===== config.mk =====
export PLATFORM = sky130hd
export DESIGN_NAME = uart_rx_engine
export DESIGN_NICKNAME = d
export VERILOG_FILES = /design/src/rtl/uart_rx_pkg.sv /design/src/rtl/uart_rx_brk.sv /design/src/rtl/uart_rx_shift.sv /design/src/rtl/uart_rx_fifo.sv /design/src/rtl/uart_rx_engine.sv
export SDC_FILE = /design/constraint.sdc
export NUM_CORES = 1
export LEC_CHECK = 0
export BUFFER_PORTS_ARGS = -buffer_cell sky130_fd_sc_hd__buf_2
export CAP_MARGIN = 20
export CORE_ASPECT_RATIO = 0.8
export CORE_MARGIN = 5
export CORE_UTILIZATION = 55
export DETAILED_ROUTE_END_ITERATION = 16
export PLACE_DENSITY = 0.76
export SLEW_MARGIN = 20
export SYNTH_ARGS = -nofsm -noshare
export SYNTH_HDL_FRONTEND = slang
export SYNTH_HIERARCHICAL = 1
export SYNTH_SLANG_ARGS = --single-unit

===== constraint.sdc =====
create_clock -name clk_i -period 3.1 [get_ports clk_i]
set_input_delay 0.31 -clock clk_i [delete_from_list [all_inputs] [get_ports clk_i]]
set_output_delay 0.31 -clock clk_i [all_outputs]
set_load 0.03 [all_outputs]

===== src/rtl/uart_rx_pkg.sv =====
`timescale 1ns/1ps
package uart_rx_pkg;
  typedef struct packed {
    logic [8:0] data;
    logic       perr;
    logic       ferr;
  } rx_word_t;

  typedef enum logic [2:0] {
    ST_IDLE, ST_START, ST_DATA, ST_STOP, ST_STOP2, ST_HOLD
  } rx_state_e;

  localparam logic [3:0] FMT_D7   = 4'b0001;
  localparam logic [3:0] FMT_ODD  = 4'b0010;
  localparam logic [3:0] FMT_EVEN = 4'b0011;
  localparam logic [3:0] FMT_D9   = 4'b0100;

  localparam logic [1:0] STP_HALF = 2'b01;
  localparam logic [1:0] STP_TWO  = 2'b10;
endpackage


===== src/rtl/uart_rx_brk.sv =====
`timescale 1ns/1ps
module uart_rx_brk #(
  parameter int unsigned OSR      = 16,
  parameter int unsigned BRK_BITS = 11
) (
  input  logic clk_i,
  input  logic rst_ni,
  input  logic en_i,
  input  logic tick_i,
  input  logic line_i,
  input  logic early_i,
  output logic brk_evt_o
);
  localparam int unsigned THR  = OSR * BRK_BITS;
  localparam int unsigned CNTW = $clog2(THR + 1);

  logic [CNTW-1:0] cnt_q;

  always_ff @(posedge clk_i or negedge rst_ni) begin
    if (!rst_ni)            cnt_q <= '0;
    else if (!en_i)         cnt_q <= '0;
    else if (tick_i) begin
      if (line_i)           cnt_q <= '0;
      else if (cnt_q != CNTW'(THR)) cnt_q <= cnt_q + 1'b1;
    end
  end

  always_comb begin
    if (early_i) brk_evt_o = en_i && tick_i && !line_i && (cnt_q == CNTW'(THR - 1));
    else         brk_evt_o = en_i && tick_i &&  line_i && (cnt_q == CNTW'(THR));
  end
endmodule


===== src/rtl/uart_rx_shift.sv =====
`timescale 1ns/1ps
module uart_rx_shift
  import uart_rx_pkg::*;
#(
  parameter int unsigned OSR = 16
) (
  input  logic       clk_i,
  input  logic       rst_ni,
  input  logic       en_i,
  input  logic       tick_i,
  input  logic       line_i,
  input  logic [3:0] fmt_i,
  input  logic [1:0] stop_sel_i,
  input  logic       keep_sync_i,
  input  logic       full_i,
  output logic       push_o,
  output rx_word_t   word_o,
  output logic       ovf_evt_o
);
  localparam int unsigned CW = $clog2(OSR);
  localparam logic [CW-1:0] LIM_MID  = CW'(OSR / 2 - 1);
  localparam logic [CW-1:0] LIM_BIT  = CW'(OSR - 1);
  localparam logic [CW-1:0] LIM_HALF = CW'(OSR * 3 / 4 - 1);

  rx_state_e state_q;
  logic [CW-1:0] cnt_q;
  logic [3:0]    idx_q;
  logic [8:0]    sh_q;
  logic          ferr_q, armed_q;
  rx_word_t      hold_q, word_c;

  logic [3:0]    last_idx;
  logic [CW-1:0] lim;
  logic          par_fmt, multi_stop, smp, fin;

  always_comb begin
    par_fmt    = (fmt_i == FMT_ODD) || (fmt_i == FMT_EVEN);
    last_idx   = (fmt_i == FMT_D7) ? 4'd6 : ((par_fmt || fmt_i == FMT_D9) ? 4'd8 : 4'd7);
    multi_stop = (stop_sel_i == STP_TWO) || (stop_sel_i == STP_HALF);
    case (state_q)
      ST_START: lim = LIM_MID;
      ST_STOP2: lim = (stop_sel_i == STP_HALF) ? LIM_HALF : LIM_BIT;
      default:  lim = LIM_BIT;
    endcase
    smp = tick_i && (cnt_q == lim);
    fin = smp && ((state_q == ST_STOP && !multi_stop) || state_q == ST_STOP2);
    word_c.data = par_fmt ? {1'b0, sh_q[7:0]} : sh_q;
    word_c.perr = (fmt_i == FMT_ODD) ? ~(^sh_q) : ((fmt_i == FMT_EVEN) ? ^sh_q : 1'b0);
    word_c.ferr = ferr_q | ~line_i;
    push_o    = en_i && !full_i && (fin || state_q == ST_HOLD);
    word_o    = (state_q == ST_HOLD) ? hold_q : word_c;
    ovf_evt_o = en_i && fin && full_i;
  end

  always_ff @(posedge clk_i or negedge rst_ni) begin
    if (!rst_ni) begin
      state_q <= ST_IDLE; cnt_q <= '0; idx_q <= '0; sh_q <= '0;
      ferr_q <= 1'b0; armed_q <= 1'b0; hold_q <= '0;
    end else if (!en_i) begin
      state_q <= ST_IDLE; cnt_q <= '0; idx_q <= '0;
      ferr_q <= 1'b0; armed_q <= 1'b0;
    end else begin
      if (tick_i && state_q != ST_IDLE && state_q != ST_HOLD)
        cnt_q <= smp ? '0 : cnt_q + 1'b1;
      case (state_q)
        ST_IDLE: if (tick_i) begin
          if (line_i) armed_q <= 1'b1;
          else if (armed_q) begin state_q <= ST_START; cnt_q <= '0; end
        end
        ST_START: if (smp) begin
          if (line_i) begin state_q <= ST_IDLE; armed_q <= 1'b1; end  // glitch
          else begin state_q <= ST_DATA; idx_q <= '0; sh_q <= '0; ferr_q <= 1'b0; end
        end
        ST_DATA: if (smp) begin
          sh_q[idx_q] <= line_i;
          if (idx_q == last_idx) state_q <= ST_STOP;
          else idx_q <= idx_q + 1'b1;
        end
        ST_STOP: if (smp && multi_stop) begin
          ferr_q  <= ferr_q | ~line_i;
          state_q <= ST_STOP2;
        end
        ST_HOLD: if (!full_i) begin state_q <= ST_IDLE; armed_q <= 1'b0; end
        default: ;
      endcase
      if (fin) begin
        armed_q <= 1'b0;  // wait for high before next start
        if (full_i && !keep_sync_i) begin hold_q <= word_c; state_q <= ST_HOLD; end
        else state_q <= ST_IDLE;
      end
    end
  end

  a_r10_disable_idle: assert property (@(posedge clk_i) disable iff (!rst_ni)
    !en_i |=> state_q == ST_IDLE);
  a_r9_hold_exit: assert property (@(posedge clk_i) disable iff (!rst_ni)
    state_q == ST_HOLD |=> (state_q == ST_HOLD || state_q == ST_IDLE));
  a_r8_no_hold_in_sync: assert property (@(posedge clk_i) disable iff (!rst_ni)
    (keep_sync_i && state_q != ST_HOLD) |=> state_q != ST_HOLD);
endmodule


===== src/rtl/uart_rx_fifo.sv =====
`timescale 1ns/1ps
module uart_rx_fifo
  import uart_rx_pkg::*;
#(
  parameter int unsigned DEPTH = 4
) (
  input  logic     clk_i,
  input  logic     rst_ni,
  input  logic     push_i,
  input  rx_word_t wdata_i,
  input  logic     pop_i,
  output rx_word_t rdata_o,
  output logic     empty_o,
  output logic     full_o
);
  localparam int unsigned AW = (DEPTH > 1) ? $clog2(DEPTH) : 1;

  rx_word_t      mem_q [DEPTH];
  logic [AW-1:0] wp_q, rp_q;
  logic [AW:0]   cnt_q;
  logic          do_push, do_pop;

  assign empty_o = (cnt_q == '0);
  assign full_o  = (cnt_q == (AW+1)'(DEPTH));
  assign do_push = push_i && !full_o;
  assign do_pop  = pop_i && !empty_o;
  assign rdata_o = mem_q[rp_q];

  always_ff @(posedge clk_i) if (do_push) mem_q[wp_q] <= wdata_i;

  always_ff @(posedge clk_i or negedge rst_ni) begin
    if (!rst_ni) begin
      wp_q <= '0; rp_q <= '0; cnt_q <= '0;
    end else begin
      if (do_push) wp_q <= (wp_q == AW'(DEPTH - 1)) ? '0 : wp_q + 1'b1;
      if (do_pop)  rp_q <= (rp_q == AW'(DEPTH - 1)) ? '0 : rp_q + 1'b1;
      if (do_push && !do_pop)      cnt_q <= cnt_q + 1'b1;
      else if (do_pop && !do_push) cnt_q <= cnt_q - 1'b1;
    end
  end

  a_r11_push_not_full: assert property (@(posedge clk_i) disable iff (!rst_ni)
    push_i |-> !full_o);
  a_r11_pop_frees: assert property (@(posedge clk_i) disable iff (!rst_ni)
    (full_o && pop_i && !push_i) |=> !full_o);
endmodule


===== src/rtl/uart_rx_engine.sv =====
`timescale 1ns/1ps
module uart_rx_engine
  import uart_rx_pkg::*;
#(
  parameter int unsigned OSR      = 16,
  parameter int unsigned DEPTH    = 4,
  parameter int unsigned BRK_BITS = 11
) (
  input  logic       clk_i,
  input  logic       rst_ni,
  input  logic       rx_en_i,
  input  logic       tick_i,
  input  logic       rx_i,
  input  logic       rx_inv_i,
  input  logic [3:0] fmt_i,
  input  logic [1:0] stop_sel_i,
  input  logic       keep_sync_i,
  input  logic       brk_early_i,
  input  logic       pop_i,
  input  logic       flags_clr_i,
  output logic [8:0] rd_data_o,
  output logic       rd_perr_o,
  output logic       rd_ferr_o,
  output logic       empty_o,
  output logic       full_o,
  output logic       perr_o,
  output logic       ferr_o,
  output logic       ovf_o,
  output logic       brk_o
);
  logic     rx_m_q, line_q;
  logic     push, ovf_evt, brk_evt;
  rx_word_t wword, rword;

  // invert first, then synchronize; reset to idle level
  always_ff @(posedge clk_i or negedge rst_ni) begin
    if (!rst_ni) begin rx_m_q <= 1'b1; line_q <= 1'b1; end
    else begin rx_m_q <= rx_i ^ rx_inv_i; line_q <= rx_m_q; end
  end

  uart_rx_shift #(.OSR(OSR)) u_shift (
    .clk_i, .rst_ni, .en_i(rx_en_i), .tick_i, .line_i(line_q), .fmt_i, .stop_sel_i,
    .keep_sync_i, .full_i(full_o), .push_o(push), .word_o(wword), .ovf_evt_o(ovf_evt));

  uart_rx_brk #(.OSR(OSR), .BRK_BITS(BRK_BITS)) u_brk (
    .clk_i, .rst_ni, .en_i(rx_en_i), .tick_i, .line_i(line_q), .early_i(brk_early_i),
    .brk_evt_o(brk_evt));

  uart_rx_fifo #(.DEPTH(DEPTH)) u_fifo (
    .clk_i, .rst_ni, .push_i(push), .wdata_i(wword), .pop_i,
    .rdata_o(rword), .empty_o, .full_o);

  assign rd_data_o = rword.data;
  assign rd_perr_o = rword.perr;
  assign rd_ferr_o = rword.ferr;

  always_ff @(posedge clk_i or negedge rst_ni) begin
    if (!rst_ni) begin
      perr_o <= 1'b0; ferr_o <= 1'b0; ovf_o <= 1'b0; brk_o <= 1'b0;
    end else begin
      perr_o <= (perr_o && !flags_clr_i) || (push && wword.perr);
      ferr_o <= (ferr_o && !flags_clr_i) || (push && wword.ferr);
      ovf_o  <= (ovf_o  && !flags_clr_i) || ovf_evt;
      brk_o  <= (brk_o  && !flags_clr_i) || brk_evt;
    end
  end

  a_r7_late_on_high: assert property (@(posedge clk_i) disable iff (!rst_ni)
    (brk_evt && !brk_early_i) |-> line_q);
  a_r8_ovf_needs_full: assert property (@(posedge clk_i) disable iff (!rst_ni)
    $rose(ovf_o) |-> $past(full_o));
endmodule


# After elaboration in Yosys (flattened, before gate mapping)
# Memories as Yosys holds them, arrays and structs flattened.
# Index checks and enable logic that the tools add are counted.
# Widths: inputs -> output; s select.
# classes
n_reduce_logical,57
bitwise_logic,4
n_eq_ne,42
addsub,7
magnitude_cmp,2
mux,64
# op_table
cell,count
$mux 4,14
$mux 3,14
$mux 9,4
$mux 8,4
$logic_and 1x1->1,27
$pmux 9 s2,1
$eq 8x8->1 const B,2
$mux 1,16
$ne 4x2->1 const B,4
$pmux 4 s2,2
$pmux 3 s5,1
$ne 3x3->1 const B,4
$ne 4x3->1 const B,3
$mux 11,1
$reduce_and 5->1,2
$bwmux 9,1
$eq 3x3->1 const B,3
$logic_or 1x1->1,9
$ne 3x1->1 const B,3
$reduce_and 9->1,1
$reduce_xor 9->1,1
$add 4x1->4 const B,2
$add 8x1->8 const B,1
$eq 4x2->1 const B,2
33 further kinds,54
# totals
mem_bits_rw,44
out_inout_bits,17
regBits,54
word_cells,196
n_memories,1
inputBits,16
# memory_table
name,depth,width,read_ports,rd_clocked_by_memory_dff,wr,line_no,text
u_fifo.mem_q,4,11,1,0,1,uart_rx_fifo.sv:18,rx_word_t mem_q [DEPTH];

# Logic depth before layout (Yosys ltp)
# logic_depth
depth_word,13
ltp_mapped,15
ltp_nobuf,14

# Hierarchy
# Netlist, hierarchy kept.
# modules_own_cells
module,cells_each,area_each_um2,n_inst,seq_area_each_um2
uart_rx_shift,230,2187.1,1,825.8
uart_rx_fifo,94,2042.0,1,1496.4
uart_rx_brk,68,616.8,1,200.2
uart_rx_engine,12,200.2,1,152.6

# Worst setup path after synthesis
# No wires, ideal clock.
# synth_timing
kind,register to register
startpoint,register u_shift.state_q[2]
endpoint,register u_fifo.cnt_q[2]
path_slack_ps,173
setup_ps,79
path_buffers,2
period_less_slack_ps,2927
path_stages_with_launch,15
arrival_ps,2848
required_time_ps,3021
cell_sequence,dfrtp_1 buf_4 and4bb_2 xnor2_1 nor3_1 buf_2 nand2_1 a21oi_1 nor2b_4 ha_1 inv_1 fa_1 xor2_1 nor2_1 xor2_1
# synth_between
elab_chain_cells,11
word_cells_on_any_way,18
classes_between,eq/ne: 5; mux: 2; reduce/logical: 11
# synth_rtl
item,line_no,text
start: declaration,uart_rx_shift.sv:25,rx_state_e state_q;
start signal: assignment,uart_rx_shift.sv:57,state_q <= ST_IDLE; cnt_q <= '0; idx_q <= '0; sh_q <= '0;
start signal: assignment,uart_rx_shift.sv:60,state_q <= ST_IDLE; cnt_q <= '0; idx_q <= '0;
start signal: assignment,uart_rx_shift.sv:68,else if (armed_q) begin state_q <= ST_START; cnt_q <= '0; end
$eq 3x3->1 or $eq 3x1->1 (tied branches),"uart_rx_shift.sv:40, uart_rx_shift.sv:46",
$pmux 4 s2,uart_rx_shift.sv:40,case (state_q)
$eq 4x4->1,uart_rx_shift.sv:45,smp = tick_i && (cnt_q == lim);
$logic_and 1x1->1,uart_rx_shift.sv:45,
$logic_and 1x1->1,uart_rx_shift.sv:46,fin = smp && ((state_q == ST_STOP && !multi_stop) || state_q == ST_STOP2);
$logic_or 1x1->1 *,uart_rx_shift.sv:50,push_o = en_i && !full_i && (fin || state_q == ST_HOLD);
$logic_and 1x1->1 *,uart_rx_shift.sv:50,
net push,uart_rx_engine.sv:32,"logic push, ovf_evt, brk_evt;"
$logic_and 1x1->1 *,uart_rx_fifo.sv:25,assign do_push = push_i && !full_o;
net u_fifo.do_push,uart_rx_fifo.sv:21,"logic do_push, do_pop;"
$logic_not 1->1,uart_rx_fifo.sv:38,else if (do_pop && !do_push) cnt_q <= cnt_q - 1'b1;
$logic_and 1x1->1,uart_rx_fifo.sv:38,
$reduce_bool 2->1 (no source line),n/a,
end signal: assignment,uart_rx_fifo.sv:37,if (do_push && !do_pop) cnt_q <= cnt_q + 1'b1;
end signal: assignment,uart_rx_fifo.sv:38,
end: declaration,uart_rx_fifo.sv:20,logic [AW:0] cnt_q;
# Mark *: on every way through the listed nets, which the timed path passes. The rest lies on a longest branch.
# A chain may end at the register's enable or synchronous reset.

# Final worst setup path
# Ends and elaborated chain as after synthesis.

==> metrics.md <==
| Metric | Value |
|---|---|
| Status | `complete, but fails checks` |
| Failing checks | `hold timing` |
| Max Root-Sink Buffers | `2` |
| Slew margin rel. | `50.0%` |
| Worst-Margin Slew | `0.740 ns` |
| Syn nets | `435` |
| DP Worst Slack | `0.157 ns` |
| Via count | `3,311` |
| P per Cell Area | `580 nW/um^2` |
| FMAX | `356 MHz` |
| Final wirelength | `9340 um` |
| Sequential share of the synthesized area | `53.0%` |
| Critical Path Start | `u_shift/state_q[2]` |
| Clock period minus final worst setup slack | `2.81 ns` |
| 1st-pass router iterations | `4` |
| Largest net degree at the start of global routing | `29` |
| Chip width | `117 um` |
| CTS tree | `built` |
| Critical path launch point type | `register` |
| Syn Area/Cell | `12.5 um^2` |
| Setup ws final | `0.290 ns` |
| Die Ht | `95.7 um` |
| Tot GR Track Use | `18.0%` |
| CP required | `3.36 ns` |
| CTS sink cnt | `98` |
| PortBufs | `32` |
| Final ANT Viol Nets | `0` |
| Residual DRC | `0` |
| TritonCTS Buffers | `9` |
| Fin nets | `477` |
| FF-to-FF Start | `u_shift/state_q[2]` |
| Post-CTS Setup Repair Bufs | `0` |
| Global-route wire length before repair | `15,800 um` |
| DIE AREA | `11,200 um^2` |
| Final setup vio count | `0` |
| FF+latch area | `2680 um^2` |
| Most frequent cells in the layout | `52 x dfrtp_1, 44 x edfxtp_1, 32 x buf_2` |
| Leak Pwr | `0.00245 uW` |
| N_diodes | `0` |
| Synthesized instance count | `404` |
| Number of enable flip-flop cells after synthesis | `44` |
| Routability cong. | `0.883` |
| Most common cell after layout, fill and taps aside | `dfrtp_1` |
| Max Slew Vio Count | `0` |
| CTS root buf | `clkbuf_16` |
| Clk Latency, worst-skew pair | `0.34 ns` |
| Max VDD drop | `360 uV` |
| Max Cap Violations | `0` |
| Initial Util | `56.1%` |
| Filler cells | `686` |
| Clk slew on worst S/H paths | `0.07 ns` |
| Post-synthesis async set-or-reset flop share | `55.1%` |
| CP arrival | `3.07 ns` |
| H-tree Lvls | `3` |
| Core area | `9000 um^2` |
| Via/cell ratio | `5.85` |
| Top Ports | `33` |
| Yosys reg bits | `98` |
| CP Class | `reg -> reg` |
| DRT iter0 DRCs | `201` |
| Synthesized cell area | `5050 um^2` |
| Min-delay worst type | `in -> async` |
| Part of the cycle the worst path needs | `90.7%` |
| Setup Skew | `0.00707 ns` |
| Layout cells sized above 1 | `26.6%` |
| Warnings from Yosys | `6` |
| Max FO, Critical Path | `15` |
| Hold slack | `-0.00231 ns` |
| Gr ovfl total | `0` |
| Routed len/inst | `16.5 um` |
| Final HPWL DP | `6550 um` |
| Vias in the first global route | `3,224` |
| Cell variety after synth | `72` |
| Worst setup EP type | `register` |
| Antenna violations before repair | `0` |
| Setup TNS | `0 ns` |
| RSZ-0062 raised after global routing | `no` |
| Area Overhead vs Synth | `12.1%` |
| Multi-input gate area | `2220 um^2` |
| # rows | `31` |
| Final hold viol count | `3` |
| Post-synth top flop | `dfrtp_1` |
## timing repair
| action | CTS | global route |
|---|---|---|
| resized for setup | 0 | 1 |
| setup endpoints to repair | 0 | 2 |
| hold buffers | 0 | 0 |
## registers in the layout (all words and copies together) (netlist names), 2 cells and up
name             cells
u_fifo/mem_q        44
u_shift/hold_q      11
u_shift/sh_q         9
u_brk/cnt_q          8
u_shift/cnt_q        4
u_shift/idx_q        4
u_fifo/cnt_q         3
u_shift/state_q      3
u_fifo/rp_q          2
u_fifo/wp_q          2
## cells by family after synthesis
group,count (synthesis),share of synthesized area [%]
and+or+nand+nor,115,13.4
DFF,98,53.0
AOI/OAI and AO/OA,85,11.9
muxes,43,12.1
buffers and inverters,32,3.05
xor gates and xnor gates,16,2.78
adders and majority gates,15,3.87
## cell usage after synthesis (3+ instances only)
cell type	count	area share, %
a21bo_2	4	0.79
a21oi_1	22	2.2
a31oi_1	5	0.62
and2_1	5	0.62
buf_2	3	0.30
buf_4	4	0.60
clkbuf_1	7	0.52
dfrtp_1	52	26
edfxtp_1	44	26
ha_1	14	3.5
inv_1	15	1.1
mux2_2	22	4.9
mux2i_1	6	1.2
mux4_2	11	4.9
nand2_1	25	1.9
nand2b_1	11	1.4
nand3_1	8	0.79
nor2_1	21	1.6
nor2b_1	7	0.87
nor3_1	10	0.99
o211ai_1	3	0.45
o21ai_0	16	1.6
o21bai_1	3	0.45
o22ai_1	3	0.37
o2bb2ai_1	3	0.52
or4_1	3	0.45
xnor2_1	12	2.1
xor2_1	4	0.69
## final cells by class
type                       instances  area share [%]
clock buffer                      10            4.05
sequential                        98            47.3
tap                              115            2.54
timing repair buffer              47            4.82
inverter                          16            1.06
multi-input combinational        274            39.3
clock inverter                     6           0.907
## per-stage QoR
stage	cells	power, uW	util [%]	cell area [um^2]
after floorplan	404	2090	-	5050
after global placement	550	2240	59.7	5370
after detailed placement	550	2270	59.7	5370
after CTS	566	3310	62.8	5650
after global routing	566	3440	62.8	5650
final	566	3280	62.8	5650
## worst paths after layout
check | slack, ns | endpoint | cells after the start
worst max-delay path | 0.29 | u_fifo/cnt_q[2] | 12
worst min-delay path | -0.002 | u_fifo/rp_q[0] | 1
worst max register to register | 0.29 | u_fifo/cnt_q[2] | 12
worst min register to register | 0.36 | line_q | 0
max in group asynchronous | 2.31 | u_shift/sh_q[5] | 2
min in group clk_i | 0.12 | rx_m_q | 2
## metal layers
metal	track usage (%)	part of all wire, %	vias up
li1	-	-	1596
met1	25.2	46	1624
met2	28.6	49	83
met3	3.93	4.5	8
met4	4.78	0.79	0
met5	0	0	-
## critical path, stage by stage, from the launching register on
cell	delay, ns
dfrtp_1	0.46
buf_4	0.22
nor2b_1	0.27
a32o_1	0.24
nand2_1	0.12
a21oi_1	0.24
nor2b_4	0.19
ha_1	0.18
inv_1	0.06
fa_1	0.37
xor2_1	0.15
nor2_1	0.11
xor2_1	0.14
## power breakdown
group          internal, uW  total [uW]  leakage [uW]  switching [uW]
combinational           309         670       0.00111             361
clock                   556        1050      0.000139             494
sequential             1410        1560       0.00121             150
Power figures use the tool's default switching activity.
